==> src/rtl/wdg_pkg.sv <==
// Shared constants and types for the refresh-guarded watchdog.
// Assumes: all widths and divider ratios are powers of two where noted.
package wdg_pkg;
    // Cycles the start/refresh flag stays set before hardware clears it.
    localparam int unsigned SELF_CLR_CYCLES = 12;
    // Length of the reset request pulse, in clock cycles.
    localparam int unsigned RST_PULSE_CYCLES = 4;

    // State of the two-write refresh handshake.
    typedef enum logic {
        HS_IDLE  = 1'b0,
        HS_ARMED = 1'b1
    } hs_state_t;
endpackage

==> src/rtl/wdg_prescale.sv <==
// Counter clock-enable generator: base divider with an optional extra
// stage cascaded after it. Assumes BASE_DIV >= 2 and both ratios are
// powers of two. The divider is held at zero while the watchdog is idle
// and restarts on every reload, so intervals are exact.
module wdg_prescale #(
    parameter int unsigned BASE_DIV = 2,
    parameter int unsigned EXT_DIV  = 16
) (
    input  logic clk,
    input  logic rst_n,
    input  logic run,
    input  logic restart,
    input  logic ext_sel,
    output logic tick
);
    localparam int unsigned FULL_DIV = BASE_DIV * EXT_DIV;
    localparam int unsigned PRE_W    = (FULL_DIV > 2) ? $clog2(FULL_DIV) : 1;
    localparam int unsigned BASE_W   = $clog2(BASE_DIV);

    logic [PRE_W-1:0] pre_q;

    // Free-running divide count while running; cleared when idle or on reload.
    always_ff @(posedge clk) begin
        if (!rst_n) begin
            pre_q <= '0;
        end else if (!run || restart) begin
            pre_q <= '0;
        end else begin
            pre_q <= pre_q + 1'b1;
        end
    end

    generate
        if (EXT_DIV > 1) begin : g_ext
            // Extra stage present: select terminal count by ext_sel.
            always_comb begin
                if (ext_sel) begin
                    tick = run && (pre_q == PRE_W'(FULL_DIV - 1));
                end else begin
                    tick = run && (pre_q[BASE_W-1:0] == BASE_W'(BASE_DIV - 1));
                end
            end
        end else begin : g_base
            // No extra stage: only the base terminal count exists.
            logic unused_sel;
            assign unused_sel = ext_sel;
            always_comb begin
                tick = run && (pre_q[BASE_W-1:0] == BASE_W'(BASE_DIV - 1));
            end
        end
    endgenerate

    // two ticks never come on consecutive cycles.
    assert_tick_spacing_R7: assert property (@(posedge clk) disable iff (!rst_n)
        tick |=> !tick)
        else $error("tick on consecutive cycles");
endmodule

==> src/rtl/wdg_seq.sv <==
// Refresh handshake, run control and self-clearing start flag.
// Assumes each strobe is a single-cycle write pulse from the bus decoder;
// other_wr covers every other register write of the block.
module wdg_seq
    import wdg_pkg::*;
(
    input  logic clk,
    input  logic rst_n,
    input  logic arm_wr,
    input  logic start_wr,
    input  logic other_wr,
    input  logic expire,
    output logic refresh,
    output logic run_q,
    output logic start_flag
);
    localparam int unsigned CLR_W = $clog2(SELF_CLR_CYCLES);

    hs_state_t        hs_q;
    logic [CLR_W-1:0] clr_cnt_q;
    logic             any_wr;

    assign any_wr  = arm_wr | start_wr | other_wr;
    assign refresh = start_wr && (hs_q == HS_ARMED);

    // Track whether the last register write was a lone arm write.
    always_ff @(posedge clk) begin
        if (!rst_n) begin
            hs_q <= HS_IDLE;
        end else if (arm_wr && !start_wr && !other_wr) begin
            hs_q <= HS_ARMED;
        end else if (any_wr || expire) begin
            hs_q <= HS_IDLE;
        end
    end

    // Running from the first start write until an expiry stops it.
    always_ff @(posedge clk) begin
        if (!rst_n) begin
            run_q <= 1'b0;
        end else if (expire) begin
            run_q <= 1'b0;
        end else if (start_wr) begin
            run_q <= 1'b1;
        end
    end

    // Start flag: set by a start write, cleared after the fixed hold time.
    always_ff @(posedge clk) begin
        if (!rst_n) begin
            start_flag <= 1'b0;
            clr_cnt_q  <= '0;
        end else if (start_wr) begin
            start_flag <= 1'b1;
            clr_cnt_q  <= CLR_W'(SELF_CLR_CYCLES - 1);
        end else if (start_flag) begin
            if (clr_cnt_q == '0) begin
                start_flag <= 1'b0;
            end else begin
                clr_cnt_q <= clr_cnt_q - 1'b1;
            end
        end
    end

    // a start write always leaves the flag set on the next cycle.
    assert_flag_set_R6: assert property (@(posedge clk) disable iff (!rst_n)
        start_wr |=> start_flag)
        else $error("start flag not set after start write");
endmodule

==> src/rtl/wdg_count.sv <==
// Watchdog up-counter: upper part reloadable, lower part cleared on reload.
// Assumes tick is a one-cycle enable. Overflow from all-ones is the expiry
// event; a reload in the same cycle takes precedence and suppresses it.
module wdg_count #(
    parameter int unsigned HI_W = 7,
    parameter int unsigned LO_W = 8
) (
    input  logic            clk,
    input  logic            rst_n,
    input  logic            tick,
    input  logic            refresh,
    input  logic [HI_W-1:0] reload_hi,
    output logic            overflow
);
    localparam int unsigned CNT_W = HI_W + LO_W;

    logic [CNT_W-1:0] cnt_q;

    assign overflow = tick && (&cnt_q) && !refresh;

    // Reload the upper part, or advance by one per tick (wrapping to zero).
    always_ff @(posedge clk) begin
        if (!rst_n) begin
            cnt_q <= '0;
        end else if (refresh) begin
            cnt_q <= {reload_hi, {LO_W{1'b0}}};
        end else if (tick) begin
            cnt_q <= cnt_q + 1'b1;
        end
    end

    // without a tick or a reload the count does not move.
    assert_idle_hold_R2: assert property (@(posedge clk) disable iff (!rst_n)
        (!tick && !refresh) |=> $stable(cnt_q))
        else $error("counter moved without tick or reload");
endmodule

==> src/rtl/wdg_rstgen.sv <==
// Expiry status bit and reset request pulse. Both live on the power-on
// reset only, so the reset they request does not erase or cut them short.
module wdg_rstgen
    import wdg_pkg::*;
(
    input  logic clk,
    input  logic por_n,
    input  logic expire,
    input  logic stat_clr,
    output logic status,
    output logic wd_reset
);
    localparam int unsigned PULSE_W = $clog2(RST_PULSE_CYCLES + 1);

    logic [PULSE_W-1:0] pulse_q;

    // Sticky expiry bit: set wins over a simultaneous clear.
    always_ff @(posedge clk) begin
        if (!por_n) begin
            status <= 1'b0;
        end else if (expire) begin
            status <= 1'b1;
        end else if (stat_clr) begin
            status <= 1'b0;
        end
    end

    // Pulse length counter: loaded on expiry, counts down to zero.
    always_ff @(posedge clk) begin
        if (!por_n) begin
            pulse_q <= '0;
        end else if (expire) begin
            pulse_q <= PULSE_W'(RST_PULSE_CYCLES);
        end else if (pulse_q != '0) begin
            pulse_q <= pulse_q - 1'b1;
        end
    end

    assign wd_reset = (pulse_q != '0);

    // the reset pulse is never a single cycle.
    assert_pulse_len_R8: assert property (@(posedge clk) disable iff (!por_n)
        $rose(wd_reset) |=> wd_reset)
        else $error("reset pulse too short");

    // the status bit only drops on a clear write.
    assert_status_sticky_R9: assert property (@(posedge clk) disable iff (!por_n)
        (status && !stat_clr) |=> status)
        else $error("status dropped without clear");
endmodule

==> src/rtl/wdg_guard.sv <==
// Top of the refresh-guarded watchdog. Holds the reload register and wires
// the handshake, prescaler, counter and reset generator together.
// Assumes strobes are single-cycle pulses from an external bus decoder and
// that the reset tree feeds rst_n, while por_n comes from power-on only.
module wdg_guard #(
    parameter int unsigned HI_W     = 7,
    parameter int unsigned LO_W     = 8,
    parameter int unsigned BASE_DIV = 2,
    parameter int unsigned EXT_DIV  = 16
) (
    input  logic            clk,
    input  logic            rst_n,
    input  logic            por_n,
    input  logic            arm_wr,
    input  logic            start_wr,
    input  logic            reload_wr,
    input  logic [HI_W:0]   reload_wdata,
    input  logic            stat_clr_wr,
    output logic [HI_W:0]   reload_q,
    output logic            start_flag,
    output logic            run_active,
    output logic            expired,
    output logic            wd_reset
);
    localparam int unsigned RLD_W = HI_W + 1;

    logic             refresh;
    logic             run_q;
    logic             tick;
    logic             overflow;
    logic             other_wr;
    logic [RLD_W-1:0] rld_q;

    assign other_wr   = reload_wr | stat_clr_wr;
    assign reload_q   = rld_q;
    assign run_active = run_q;

    // Reload register: divider select in the top bit, reload value below.
    always_ff @(posedge clk) begin
        if (!rst_n) begin
            rld_q <= '0;
        end else if (reload_wr) begin
            rld_q <= reload_wdata;
        end
    end

    wdg_seq u_seq (
        .clk        (clk),
        .rst_n      (rst_n),
        .arm_wr     (arm_wr),
        .start_wr   (start_wr),
        .other_wr   (other_wr),
        .expire     (overflow),
        .refresh    (refresh),
        .run_q      (run_q),
        .start_flag (start_flag)
    );

    wdg_prescale #(
        .BASE_DIV (BASE_DIV),
        .EXT_DIV  (EXT_DIV)
    ) u_pre (
        .clk     (clk),
        .rst_n   (rst_n),
        .run     (run_q),
        .restart (refresh),
        .ext_sel (rld_q[HI_W]),
        .tick    (tick)
    );

    wdg_count #(
        .HI_W (HI_W),
        .LO_W (LO_W)
    ) u_cnt (
        .clk       (clk),
        .rst_n     (rst_n),
        .tick      (tick),
        .refresh   (refresh),
        .reload_hi (rld_q[HI_W-1:0]),
        .overflow  (overflow)
    );

    wdg_rstgen u_rst (
        .clk      (clk),
        .por_n    (por_n),
        .expire   (overflow),
        .stat_clr (stat_clr_wr),
        .status   (expired),
        .wd_reset (wd_reset)
    );

    // a start write right after another register write never reloads.
    assert_disarm_R5: assert property (@(posedge clk) disable iff (!rst_n)
        (start_wr && $past(other_wr)) |-> !refresh)
        else $error("reload after interrupted handshake");
endmodule

==> config.mk <==
export PLATFORM = sky130hd
export DESIGN_NAME = wdg_guard
export DESIGN_NICKNAME = d
export VERILOG_FILES = /design/src/rtl/wdg_pkg.sv /design/src/rtl/wdg_prescale.sv /design/src/rtl/wdg_seq.sv /design/src/rtl/wdg_count.sv /design/src/rtl/wdg_rstgen.sv /design/src/rtl/wdg_guard.sv
export SDC_FILE = /design/constraint.sdc
export NUM_CORES = 1
export LEC_CHECK = 0
export BUFFER_PORTS_ARGS = -buffer_cell sky130_fd_sc_hd__buf_4
export CORE_ASPECT_RATIO = 0.6
export CORE_MARGIN = 3
export CORE_UTILIZATION = 40
export DETAILED_ROUTE_END_ITERATION = 7
export GPL_TIMING_DRIVEN = 1
export PLACE_DENSITY = 0.71
export SLEW_MARGIN = 20
export SYNTH_ARGS = -nofsm -noshare
export SYNTH_HDL_FRONTEND = slang
export SYNTH_SLANG_ARGS = --single-unit
==> constraint.sdc <==
create_clock -name clk -period 2 [get_ports clk]
set_clock_uncertainty 0.2 [all_clocks]
set_input_delay 0.3 -clock clk [delete_from_list [all_inputs] [get_ports clk]]
set_output_delay 0.3 -clock clk [all_outputs]
set_load 0.02 [all_outputs]
==> results.sh, run 1 <==
export IMPL_cts_buffers=5
export IMPL_viasPerCell=4.94
export IMPL_antenna_found_initial=0
export IMPL_dp_slack_ns=-0.200
export IMPL_clkSlewWorstSetupHoldPaths_ns=0.07
export IMPL_end_kind="flip-flop"
export IMPL_finalSetupViolCount=4
export IMPL_via_count=1451
export IMPL_cpMaxStageDelayCell="or4_1"
export IMPL_drv_slew=0
export IMPL_grt_start_max_net_pins=24
export IMPL_synth_cell_area_um2=1780
export IMPL_worstSetupPathType="flip-flop to flip-flop"
export IMPL_synth_main_ff_cell="dfxtp_1"
export IMPL_worst_pin_slew_ns=0.304
export IMPL_period_share=1.06
export IMPL_slew_headroom=0.797
export IMPL_yosysSeqAreaShare=0.438
export IMPL_syn_area_per_cell_um2=9.39
export IMPL_dp_hpwl_mm=2.71
export IMPL_clk_latency_ns=0.28
export IMPL_ant_nets=0
export IMPL_tritoncts="yes"
export IMPL_violations="negative setup slack"
export IMPL_start_kind="flip-flop"
export IMPL_async_flop_share=0
export IMPL_rsz0062_at_grt="true"
export IMPL_final_nets=258
export IMPL_grtUsageTotal=0.155
export IMPL_synth_edff_count=0
export IMPL_ys_top_cells_by_count="dfxtp_1 (39), nor2_1 (12), mux2i_1 (11)"
export IMPL_cp_data_required_time_ns=2.01
export IMPL_dp_cells=285
export IMPL_root_buffer="clkbuf_8"
export IMPL_num_io_pins=27
export IMPL_drtIter0Drc=45
export IMPL_synthesis_nets=213
export IMPL_clock_sinks=39
export IMPL_die_h_um=57.7
export IMPL_yosysTopAreaCellShare=0.438
export IMPL_drtPass1Iterations=4
export IMPL_finalNonFillerCells=294
export IMPL_nFillCells=406
export IMPL_grt_pass1_vias=1420
export IMPL_crit_arrival_ns=2.13
export IMPL_maxCapViolCount=0
export IMPL_port_buffers=26
export IMPL_timing_final_ws_setup_ns=-0.121
export IMPL_vdd_drop_max_mv=0.347
export IMPL_power_density_nw_per_um2=690
export IMPL_avgRoutedWirePerCell_um=12.9
export IMPL_synth_xor_area_share=0.0687
export IMPL_grt_overflow_total=0
export IMPL_seq_area_um2=783
export IMPL_finalHoldViolCount=0
export IMPL_leakage_nw=0.965
export IMPL_clk_path_buf_depth=2
export IMPL_ys_warn_count=0
export IMPL_synth_top_family_by_area="simple AND/OR/NAND/NOR gates"
export IMPL_multiInputGateArea_um2=1060
export IMPL_rows=18
export IMPL_post_route_util=0.565
export IMPL_routed_wl_mm=3.79
export IMPL_synth_area_mux_share=0.0680
export IMPL_syn2layout_area_growth_pct=32.6
export IMPL_design_core_area_um2=4190
export IMPL_synthTopCellsByArea="dfxtp_1 (44%), mux2i_1 (6.2%), ha_1 (5.6%)"
export IMPL_synth_compound_gate_area_share=0.119
export IMPL_hp_class="input port to flip-flop"
export IMPL_die_width_um=92.2
export IMPL_cts_hold_buf=0
export IMPL_die_area_um2=5320
export IMPL_yosysUniqueCellTypes=35
export IMPL_max_stage_delay_ns=0.47
export IMPL_grt_pass1_wl_mm=6.60
export IMPL_fin_crit_ns=2.12
export IMPL_gp_congestion=0.834
export IMPL_synth_fa_ha_area_frac=0.0561
export IMPL_cp_common_cell="ha_4"
export IMPL_start_util=0.426
export IMPL_synth_seq_cells=39
export IMPL_max_freq_mhz=472
export IMPL_synth_top_area_cell="dfxtp_1"
export IMPL_yosys_area_share_simple=0.210
export IMPL_drc=0
export IMPL_crit_chain="ha_4 -> and3_4 -> ha_4 -> mux2i_4 -> or3_4 -> or4_1 -> a31oi_1"
export IMPL_synth_most_common_cell="dfxtp_1"
export IMPL_cts_htree_levels=2
export IMPL_drive_gt1_frac=0.295
export IMPL_outcome="finished, violations left"
export IMPL_worstPathMaxFanout=3
export IMPL_diodes=0
export IMPL_synthCells=190
[layout make-up]
type                       instances  area share
inverter                          10      0.0159
timing repair buffer              45       0.144
clock buffer                       6      0.0307
sequential                        39       0.331
multi-input combinational        134       0.446
tap                               60      0.0317
[layer usage]
layer	vias to the layer above	wire length, um	global-route usage
li1	753	-	-
met1	661	1960	0.227
met2	33	1570	0.221
met3	4	241	0.0480
met4	0	14	0.0402
met5	-	0	0
[timing repair]
action | in CTS | in global routing
setup endpoints to repair | 16 | 11
pin swaps | 8 | 6
endpoints found under the hold margin | 0 | 0
gates resized for setup | 13 | 10
setup buffers | 2 | 2
gates cloned | 0 | 0
[per-stage QoR]
step,hold slack [ns],power (mW),setup TNS (ns),area (um2)
3_5_place_dp,0.288,1.17,-1.08,2160
2_1_floorplan,0.224,1.07,-0.173,1800
3_3_place_gp,0.292,1.16,-0.355,2160
5_1_grt,0.0346,1.73,-0.929,2370
6_report,0.0386,1.63,-0.256,2370
4_1_cts,0.0308,1.65,-0.274,2310
[power breakdown]
| part | total, mW | internal [mW] | leakage [nW] | switching, mW |
|---|---|---|---|---|
| Sequential | 0.846 | 0.818 | 0.319 | 0.0282 |
| Clock | 0.467 | 0.232 | 0.0371 | 0.235 |
| Combinational | 0.319 | 0.158 | 0.608 | 0.162 |
[registers in the layout (all words and copies together) (netlist names)]
name	flops
u_seq.clr_cnt_q	4
u_seq.run_q	1
reload_q	8
u_rst.pulse_q	3
u_cnt.cnt_q	15
u_rst.status	1
u_pre.pre_q	5
u_seq.start_flag	1
u_seq.hs_q	1
[kinds of logic after synthesis]
group,count (synthesis)
and+or+nand+nor,66
DFF,39
AOI/OAI and AO/OA,34
buffers and inverters,17
xor gates and xnor gates,14
muxes,12
adders and majority gates,8
[worst paths after layout]
kind                                      from         endpoint  slack, ns  cells after the start
worst max-delay path            u_pre.pre_q[1]  u_cnt.cnt_q[14]      -0.12                      7
worst min-delay path                    arm_wr       u_seq.hs_q       0.04                      2
worst max register to register  u_pre.pre_q[1]  u_cnt.cnt_q[14]      -0.12                      7
worst min register to register    u_rst.status     u_rst.status       0.29                      2
[critical path, delay by kind of cell (launching register included)]
| family | cells | cell delay (ns) |
|---|---|---|
| adder cells (fa/ha/maj) | 2 | 0.26 |
| AO/OA/AOI/OAI | 1 | 0.13 |
| flip-flops | 1 | 0.35 |
| AND/OR/NAND/NOR | 3 | 1.04 |
| multiplexers | 1 | 0.07 |
[placed cells by master, fill, tap and decap left out, drive strengths merged, types with 5 or more instances in the layout]
master	synthesis	routed
a31oi	5	5
nand3	7	7
mux2i	11	11
buf	2	45
nand2	8	8
nor2	12	12
a21oi	7	7
dfxtp	39	39
inv	10	10
o21a	5	5
nor2b	8	8
nand4	6	6
o21ai	10	10
xnor2	10	10
ha	8	8
clkbuf	5	6
or3	5	5
Power figures use the tool's default switching activity.
==> run 2, diff against run 1 <==
--- a/config.mk
+++ b/config.mk
@@ -9,10 +9,12 @@
 export CORE_ASPECT_RATIO = 0.6
 export CORE_MARGIN = 3
 export CORE_UTILIZATION = 40
+export CTS_CLUSTER_DIAMETER = 50
 export DETAILED_ROUTE_END_ITERATION = 7
 export GPL_TIMING_DRIVEN = 1
 export PLACE_DENSITY = 0.71
 export SLEW_MARGIN = 20
 export SYNTH_ARGS = -nofsm -noshare
 export SYNTH_HDL_FRONTEND = slang
+export SYNTH_HIERARCHICAL = 1
 export SYNTH_SLANG_ARGS = --single-unit
==> run 2 against run 1 <==
Effect of this change: the run still ends with negative setup slack left; largest power group unchanged; routed wire length rose by 7.9%; first-iteration DRC count rose by 100%; synthesized cell count fell by 2.1%; critical path type unchanged; count of clock-buffer cells in the layout did not move; sequential cell count did not move; utilization rose by 4.3 points; highest routed layer unchanged; non-clock buffer count rose by 7; sequential power barely moved; clock power rose by 47%.
==> results.sh, run 2 <==
export IMPL_endpoint="u_rst/pulse_q[1]"
export IMPL_dr_max_layer_used="met4"
export IMPL_tritoncts="yes"
export IMPL_synth_edff_count=0
export IMPL_mostFrequentLayoutCells="buf_4 (44), dfxtp_1 (37), nor2_1 (14)"
export IMPL_synth_seq_cells=39
export IMPL_viasPerCell=5.01
export IMPL_timing_final_ws_setup_ns=-0.453
export IMPL_yosysSeqAreaShare=0.438
export IMPL_grt_start_max_net_pins=26
export IMPL_met2_wirelength_mm=1.77
export IMPL_grt_pass1_wl_mm=7.00
export IMPL_wl_met1_mm=2.01
export IMPL_r2r_cells=11
export IMPL_root_buffer="clkbuf_8"
export IMPL_crit_reg2reg_launch="u_pre/pre_q[1]"
export IMPL_final_nets=265
export IMPL_clk_path_buf_depth=2
export IMPL_die_area_um2=5320
export IMPL_wl_met3_um=194
export IMPL_die_width_um=92.2
export IMPL_drtPass1Iterations=4
export IMPL_clkSlewWorstSetupHoldPaths_ns=0.08
export IMPL_mostFrequentLayoutCell="buf_4"
export IMPL_yosysTopAreaCellShare=0.438
export IMPL_timing_rr_end="u_rst/pulse_q[1]"
export IMPL_ys_top_cells_by_count="dfxtp_1 (39), nor2_1 (14), inv_1 (13)"
export IMPL_cts_buffers=5
export IMPL_hold_path_startpoint="por_n"
export IMPL_startpoint="u_pre/pre_q[1]"
export IMPL_crit_arrival_ns=2.44
export IMPL_async_flop_share=0
export IMPL_synth_most_common_cell="dfxtp_1"
export IMPL_maxCapViolCount=0
export IMPL_gp_congestion=0.786
export IMPL_worst_pin_slew_ns=0.332
export IMPL_period_share=1.23
export IMPL_synthCells=186
export IMPL_drtIter0Drc=91
export IMPL_drv_slew=0
export IMPL_clock_sinks=39
export IMPL_grt_overflow_total=0
export IMPL_slew_headroom=0.777
export IMPL_ys_warn_count=6
export IMPL_dp_slack_ns=-0.606
export IMPL_num_io_pins=27
export IMPL_vdd_drop_max_mv=0.442
export IMPL_fin_setup_tns_ns=-3.70
export IMPL_post_route_util=0.608
export IMPL_diodes=0
export IMPL_avgRoutedWirePerCell_um=13.5
export IMPL_finalNonFillerCells=303
export IMPL_max_freq_mhz=408
export IMPL_die_h_um=57.7
export IMPL_syn_area_per_cell_um2=9.59
export IMPL_hp_class="input port to flip-flop"
export IMPL_synth_main_ff_cell="dfxtp_1"
export IMPL_dp_cells=287
export IMPL_clk_latency_ns=0.29
export IMPL_design_core_area_um2=4190
export IMPL_synthTopCellsByArea="dfxtp_1 (44%), mux2i_1 (6.2%), ha_1 (5.6%)"
export IMPL_port_buffers=26
export IMPL_power_density_nw_per_um2=725
export IMPL_end_kind="flip-flop"
export IMPL_dp_hpwl_mm=2.62
export IMPL_leakage_nw=1.10
export IMPL_r2r_setup_slack_ns=-0.45
export IMPL_rows=18
export IMPL_drc=0
export IMPL_synth_cell_area_um2=1780
export IMPL_cts_htree_levels=2
export IMPL_syn2layout_area_growth_pct=42.6
export IMPL_synthesis_nets=209
export IMPL_largest_register_ff_count=15
export IMPL_start_util=0.426
export IMPL_violations="negative setup slack"
export IMPL_top_register="u_cnt/cnt_q"
export IMPL_start_kind="flip-flop"
export IMPL_via_count=1518
export IMPL_fin_crit_ns=2.45
export IMPL_worstPathMaxFanout=4
export IMPL_grtUsageTotal=0.167
export IMPL_antenna_found_initial=0
export IMPL_grt_pass1_vias=1531
export IMPL_finalSetupViolCount=19
export IMPL_cp_data_required_time_ns=1.98
export IMPL_finalHoldViolCount=0
export IMPL_worstSetupPathType="flip-flop to flip-flop"
export IMPL_drive_gt1_frac=0.379
export IMPL_outcome="finished, violations left"
export IMPL_rsz0062_at_grt="true"
export IMPL_yosysUniqueCellTypes=40
export IMPL_synth_top_area_cell="dfxtp_1"
export IMPL_ant_nets=0
export IMPL_routed_wl_mm=4.09
[run 2: cell count changes after synthesis, moves of 3 or more]
cell,delta
a21oi_1,+4
a31oi_1,-5
clkbuf_1,-3
inv_1,+3
nand2_1,+4
nand3_1,-6
nand4_1,-3
nor2b_1,+3
[run 2: logic make-up (layout without fill, tap and decap cells)]
family / Yosys count / in the layout / synth area share
muxes: 12 / 12 / 0.0680
adders and majority gates: 8 / 8 / 0.0561
and+or+nand+nor: 68 / 68 / 0.233
buffers and inverters: 16 / 73 / 0.0379
xor gates and xnor gates: 13 / 13 / 0.0638
DFF: 39 / 39 / 0.438
AOI/OAI and AO/OA: 30 / 30 / 0.104
[run 2: worst max-delay path, cell delays in order, from the launching register on]
cell	delay [ns]
dfxtp_2	0.35
ha_4	0.13
and3_4	0.18
ha_4	0.12
mux2i_2	0.06
nor2b_2	0.16
nand4_2	0.14
or4_4	0.47
nor3b_4	0.22
buf_6	0.15
nand2b_4	0.12
a211oi_2	0.04
[run 2: per-layer routing]
layer  track usage  vias up
met1         0.223      709
met4        0.0677        0
li1              -      752
met2         0.261       43
met3        0.0428       14
met5             0        -
[run 2: worst min-delay path by stage]
stage / endpoint / slack [ns] / cells after the start
2_1_floorplan: u_rst/pulse_q[2] / 0.22 / 1
3_3_place_gp: u_seq/clr_cnt_q[2] / 0.27 / 2
3_5_place_dp: u_seq/clr_cnt_q[2] / 0.29 / 2
4_1_cts: u_rst/pulse_q[2] / 0.04 / 2
5_1_grt: u_rst/pulse_q[2] / 0.05 / 2
6_report: u_rst/pulse_q[2] / 0.05 / 2
[run 2: layout make-up]
class / instances / area (um2)
clock buffers: 6 / 82.6
clock inverters: 2 / 35.0
fillers: 362 / 1640
inverters: 13 / 48.8
multi-input cells: 131 / 1100
flip-flops and latches: 39 / 783
well taps: 60 / 75.1
repair buffers: 52 / 420
[run 2: where the power goes]
group / internal [mW] / switching, mW / leakage (nW)
sequential: 0.816 / 0.0292 / 0.319
clock: 0.404 / 0.282 / 0.0612
combinational: 0.152 / 0.162 / 0.715
total: 1.37 / 0.473 / 1.10
[run 2: through the flow]
step	instance area, um2	power, mW	hold WS (ns)
after CTS	2470	1.85	0.0443
after detailed placement	2200	1.15	0.288
final	2540	1.84	0.0538
after floorplan	1810	1.04	0.217
after global routing	2540	1.93	0.0519
after global placement	2200	1.14	0.273
[run 2: what timing repair did]
item | CTS | global route
resized for setup | 22 | 15
endpoints found under the setup margin | 16 | 22
hold buffers | 0 | 0
buffers inserted | 7 | 4
pin swaps | 17 | 10
==> run 3, diff against run 2 <==
--- a/config.mk
+++ b/config.mk
@@ -11,8 +11,10 @@
 export CORE_UTILIZATION = 40
 export CTS_CLUSTER_DIAMETER = 50
 export DETAILED_ROUTE_END_ITERATION = 7
+export GPL_ROUTABILITY_DRIVEN = 0
 export GPL_TIMING_DRIVEN = 1
 export PLACE_DENSITY = 0.71
+export SKIP_LAST_GASP = 1
 export SLEW_MARGIN = 20
 export SYNTH_ARGS = -nofsm -noshare
 export SYNTH_HDL_FRONTEND = slang
==> run 3 against run 2 <==
Effect of this change: the run still ends with negative setup slack left; worst hold slack barely moved; first-iteration DRC count rose by 57%; combinational power barely moved; cell count fell by 0.33%; largest power group unchanged; die area did not move.
==> results.sh, run 3 (synthesis results as in run 2) <==
export IMPL_outcome="finished, violations left"
export IMPL_violations="negative setup slack"
export IMPL_worstSetupPathType="flip-flop to flip-flop"
export IMPL_grt_overflow_total=0
export IMPL_cp_common_cell="ha_4"
export IMPL_clk_latency_ns=0.29
export IMPL_final_area_um2=2520
export IMPL_cp_data_required_time_ns=1.98
export IMPL_drv_slew=0
export IMPL_clk_path_buf_depth=2
export IMPL_num_io_pins=27
export IMPL_hp_class="input port to flip-flop"
export IMPL_timing_final_ws_setup_ns=-0.447
export IMPL_grt_start_max_net_pins=26
export IMPL_fin_crit_ns=2.45
export IMPL_viasPerCell=4.91
export IMPL_port_buffers=26
export IMPL_leakage_nw=1.09
export IMPL_crit_arrival_ns=2.43
export IMPL_cts_hold_buf=0
export IMPL_mostFrequentLayoutCell="buf_4"
export IMPL_grt_pass1_wl_mm=6.98
export IMPL_drc=0
export IMPL_largest_register_ff_count=15
export IMPL_drive_gt1_frac=0.372
export IMPL_die_area_um2=5320
export IMPL_maxCapViolCount=0
export IMPL_antenna_found_initial=0
export IMPL_worst_pin_slew_ns=0.323
export IMPL_start_util=0.426
export IMPL_r2r_setup_slack_ns=-0.45
export IMPL_clock_sinks=39
export IMPL_drtIter0Drc=143
export IMPL_dp_cells=287
export IMPL_die_width_um=92.2
export IMPL_top_register="u_cnt/cnt_q"
export IMPL_finalSetupViolCount=18
export IMPL_fin_hold_ws_ns=0.0541
export IMPL_ant_nets=0
export IMPL_avgRoutedWirePerCell_um=13.4
export IMPL_slew_headroom=0.782
export IMPL_grt_pass1_vias=1528
export IMPL_cts_htree_levels=2
export IMPL_clkSlewWorstSetupHoldPaths_ns=0.08
export IMPL_finalNonFillerCells=302
export IMPL_max_stage_delay_ns=0.47
export IMPL_finalHoldViolCount=0
export IMPL_max_freq_mhz=409
export IMPL_die_h_um=57.7
export IMPL_postPlaceCellArea_um2=2200
export IMPL_drtPass1Iterations=4
export IMPL_tritoncts="yes"
export IMPL_period_share=1.22
export IMPL_dp_hpwl_mm=2.62
export IMPL_end_kind="flip-flop"
export IMPL_final_nets=264
export IMPL_diodes=0
export IMPL_cpMaxStageDelayCell="or4_4"
export IMPL_power_density_nw_per_um2=730
export IMPL_syn2layout_area_growth_pct=41.5
export IMPL_grtUsageTotal=0.166
export IMPL_vdd_drop_max_mv=0.443
export IMPL_via_count=1484
export IMPL_rows=18
export IMPL_design_core_area_um2=4190
export IMPL_cts_buffers=5
export IMPL_rsz0062_at_grt="true"
export IMPL_mostFrequentLayoutCells="buf_4 (44), dfxtp_1 (37), inv_1 (13), nor2_1 (13)"
export IMPL_total_power_mw=1.84
export IMPL_routed_wl_mm=4.05
export IMPL_start_kind="flip-flop"
export IMPL_root_buffer="clkbuf_8"
export IMPL_crit_chain="ha_4 -> and3_4 -> ha_4 -> mux2i_2 -> nor2b_2 -> nand4_2 -> or4_4 -> nor3b_4 -> buf_6 -> nand2b_4 -> a211oi_2"
export IMPL_worstPathMaxFanout=4
[run 3: cell type report]
| class | instances | area [um2] |
|---|---|---|
| inverter | 13 | 48.8 |
| tap | 60 | 75.1 |
| timing repair buffer | 51 | 409 |
| multi-input combinational | 131 | 1090 |
| sequential | 39 | 783 |
| clock inverter | 2 | 35.0 |
| clock buffer | 6 | 82.6 |
| fill | 368 | 1660 |
[run 3: through the flow]
stage	setup TNS, ns	setup WS (ns)	utilization
final	-3.60	-0.447	0.603
after CTS	-3.01	-0.401	0.588
after detailed placement	-5.01	-0.606	0.525
after global routing	-5.74	-0.571	0.603
after global placement	-4.18	-0.522	0.525
after floorplan	-3.40	-0.509	-
[run 3: final timing paths]
| kind | start | end | depth (start not counted) |
|---|---|---|---|
| min | por_n | u_rst/status | 2 |
| max reg2reg | u_pre/pre_q[1] | u_rst/pulse_q[1] | 11 |
| min reg2reg | u_seq/clr_cnt_q[2] | u_seq/clr_cnt_q[2] | 2 |
| max | u_pre/pre_q[1] | u_rst/pulse_q[1] | 11 |
[run 3: worst max-delay path: cells and delay by family (launching register included)]
| kind | cells | cell delay, ns |
|---|---|---|
| AO/OA/AOI/OAI | 1 | 0.04 |
| AND/OR/NAND/NOR | 6 | 1.29 |
| buffers and inverters | 1 | 0.14 |
| adder cells (fa/ha/maj) | 2 | 0.25 |
| multiplexers | 1 | 0.06 |
| flip-flops | 1 | 0.35 |
[run 3: timing repair]
action                     4_1_cts  5_1_grt
buffers inserted                 7        4
setup endpoints to repair       16       22
gates resized for setup         20       15
hold endpoints to repair         0        0
cloned                           0        0
pin swaps                       15       11
[run 3: report_power, final]
group / leakage (nW) / internal (mW) / switching (mW)
clock: 0.0612 / 0.404 / 0.279
combinational: 0.707 / 0.152 / 0.164
sequential: 0.319 / 0.816 / 0.0290
[run 3: metal layers]
| layer | up-vias | GRT usage | wire (um) |
|---|---|---|---|
| li1 | 754 | - | - |
| met1 | 692 | 0.223 | 1980 |
| met2 | 33 | 0.257 | 1830 |
| met3 | 5 | 0.0428 | 203 |
| met4 | 0 | 0.0677 | 39 |
| met5 | - | 0 | 0 |
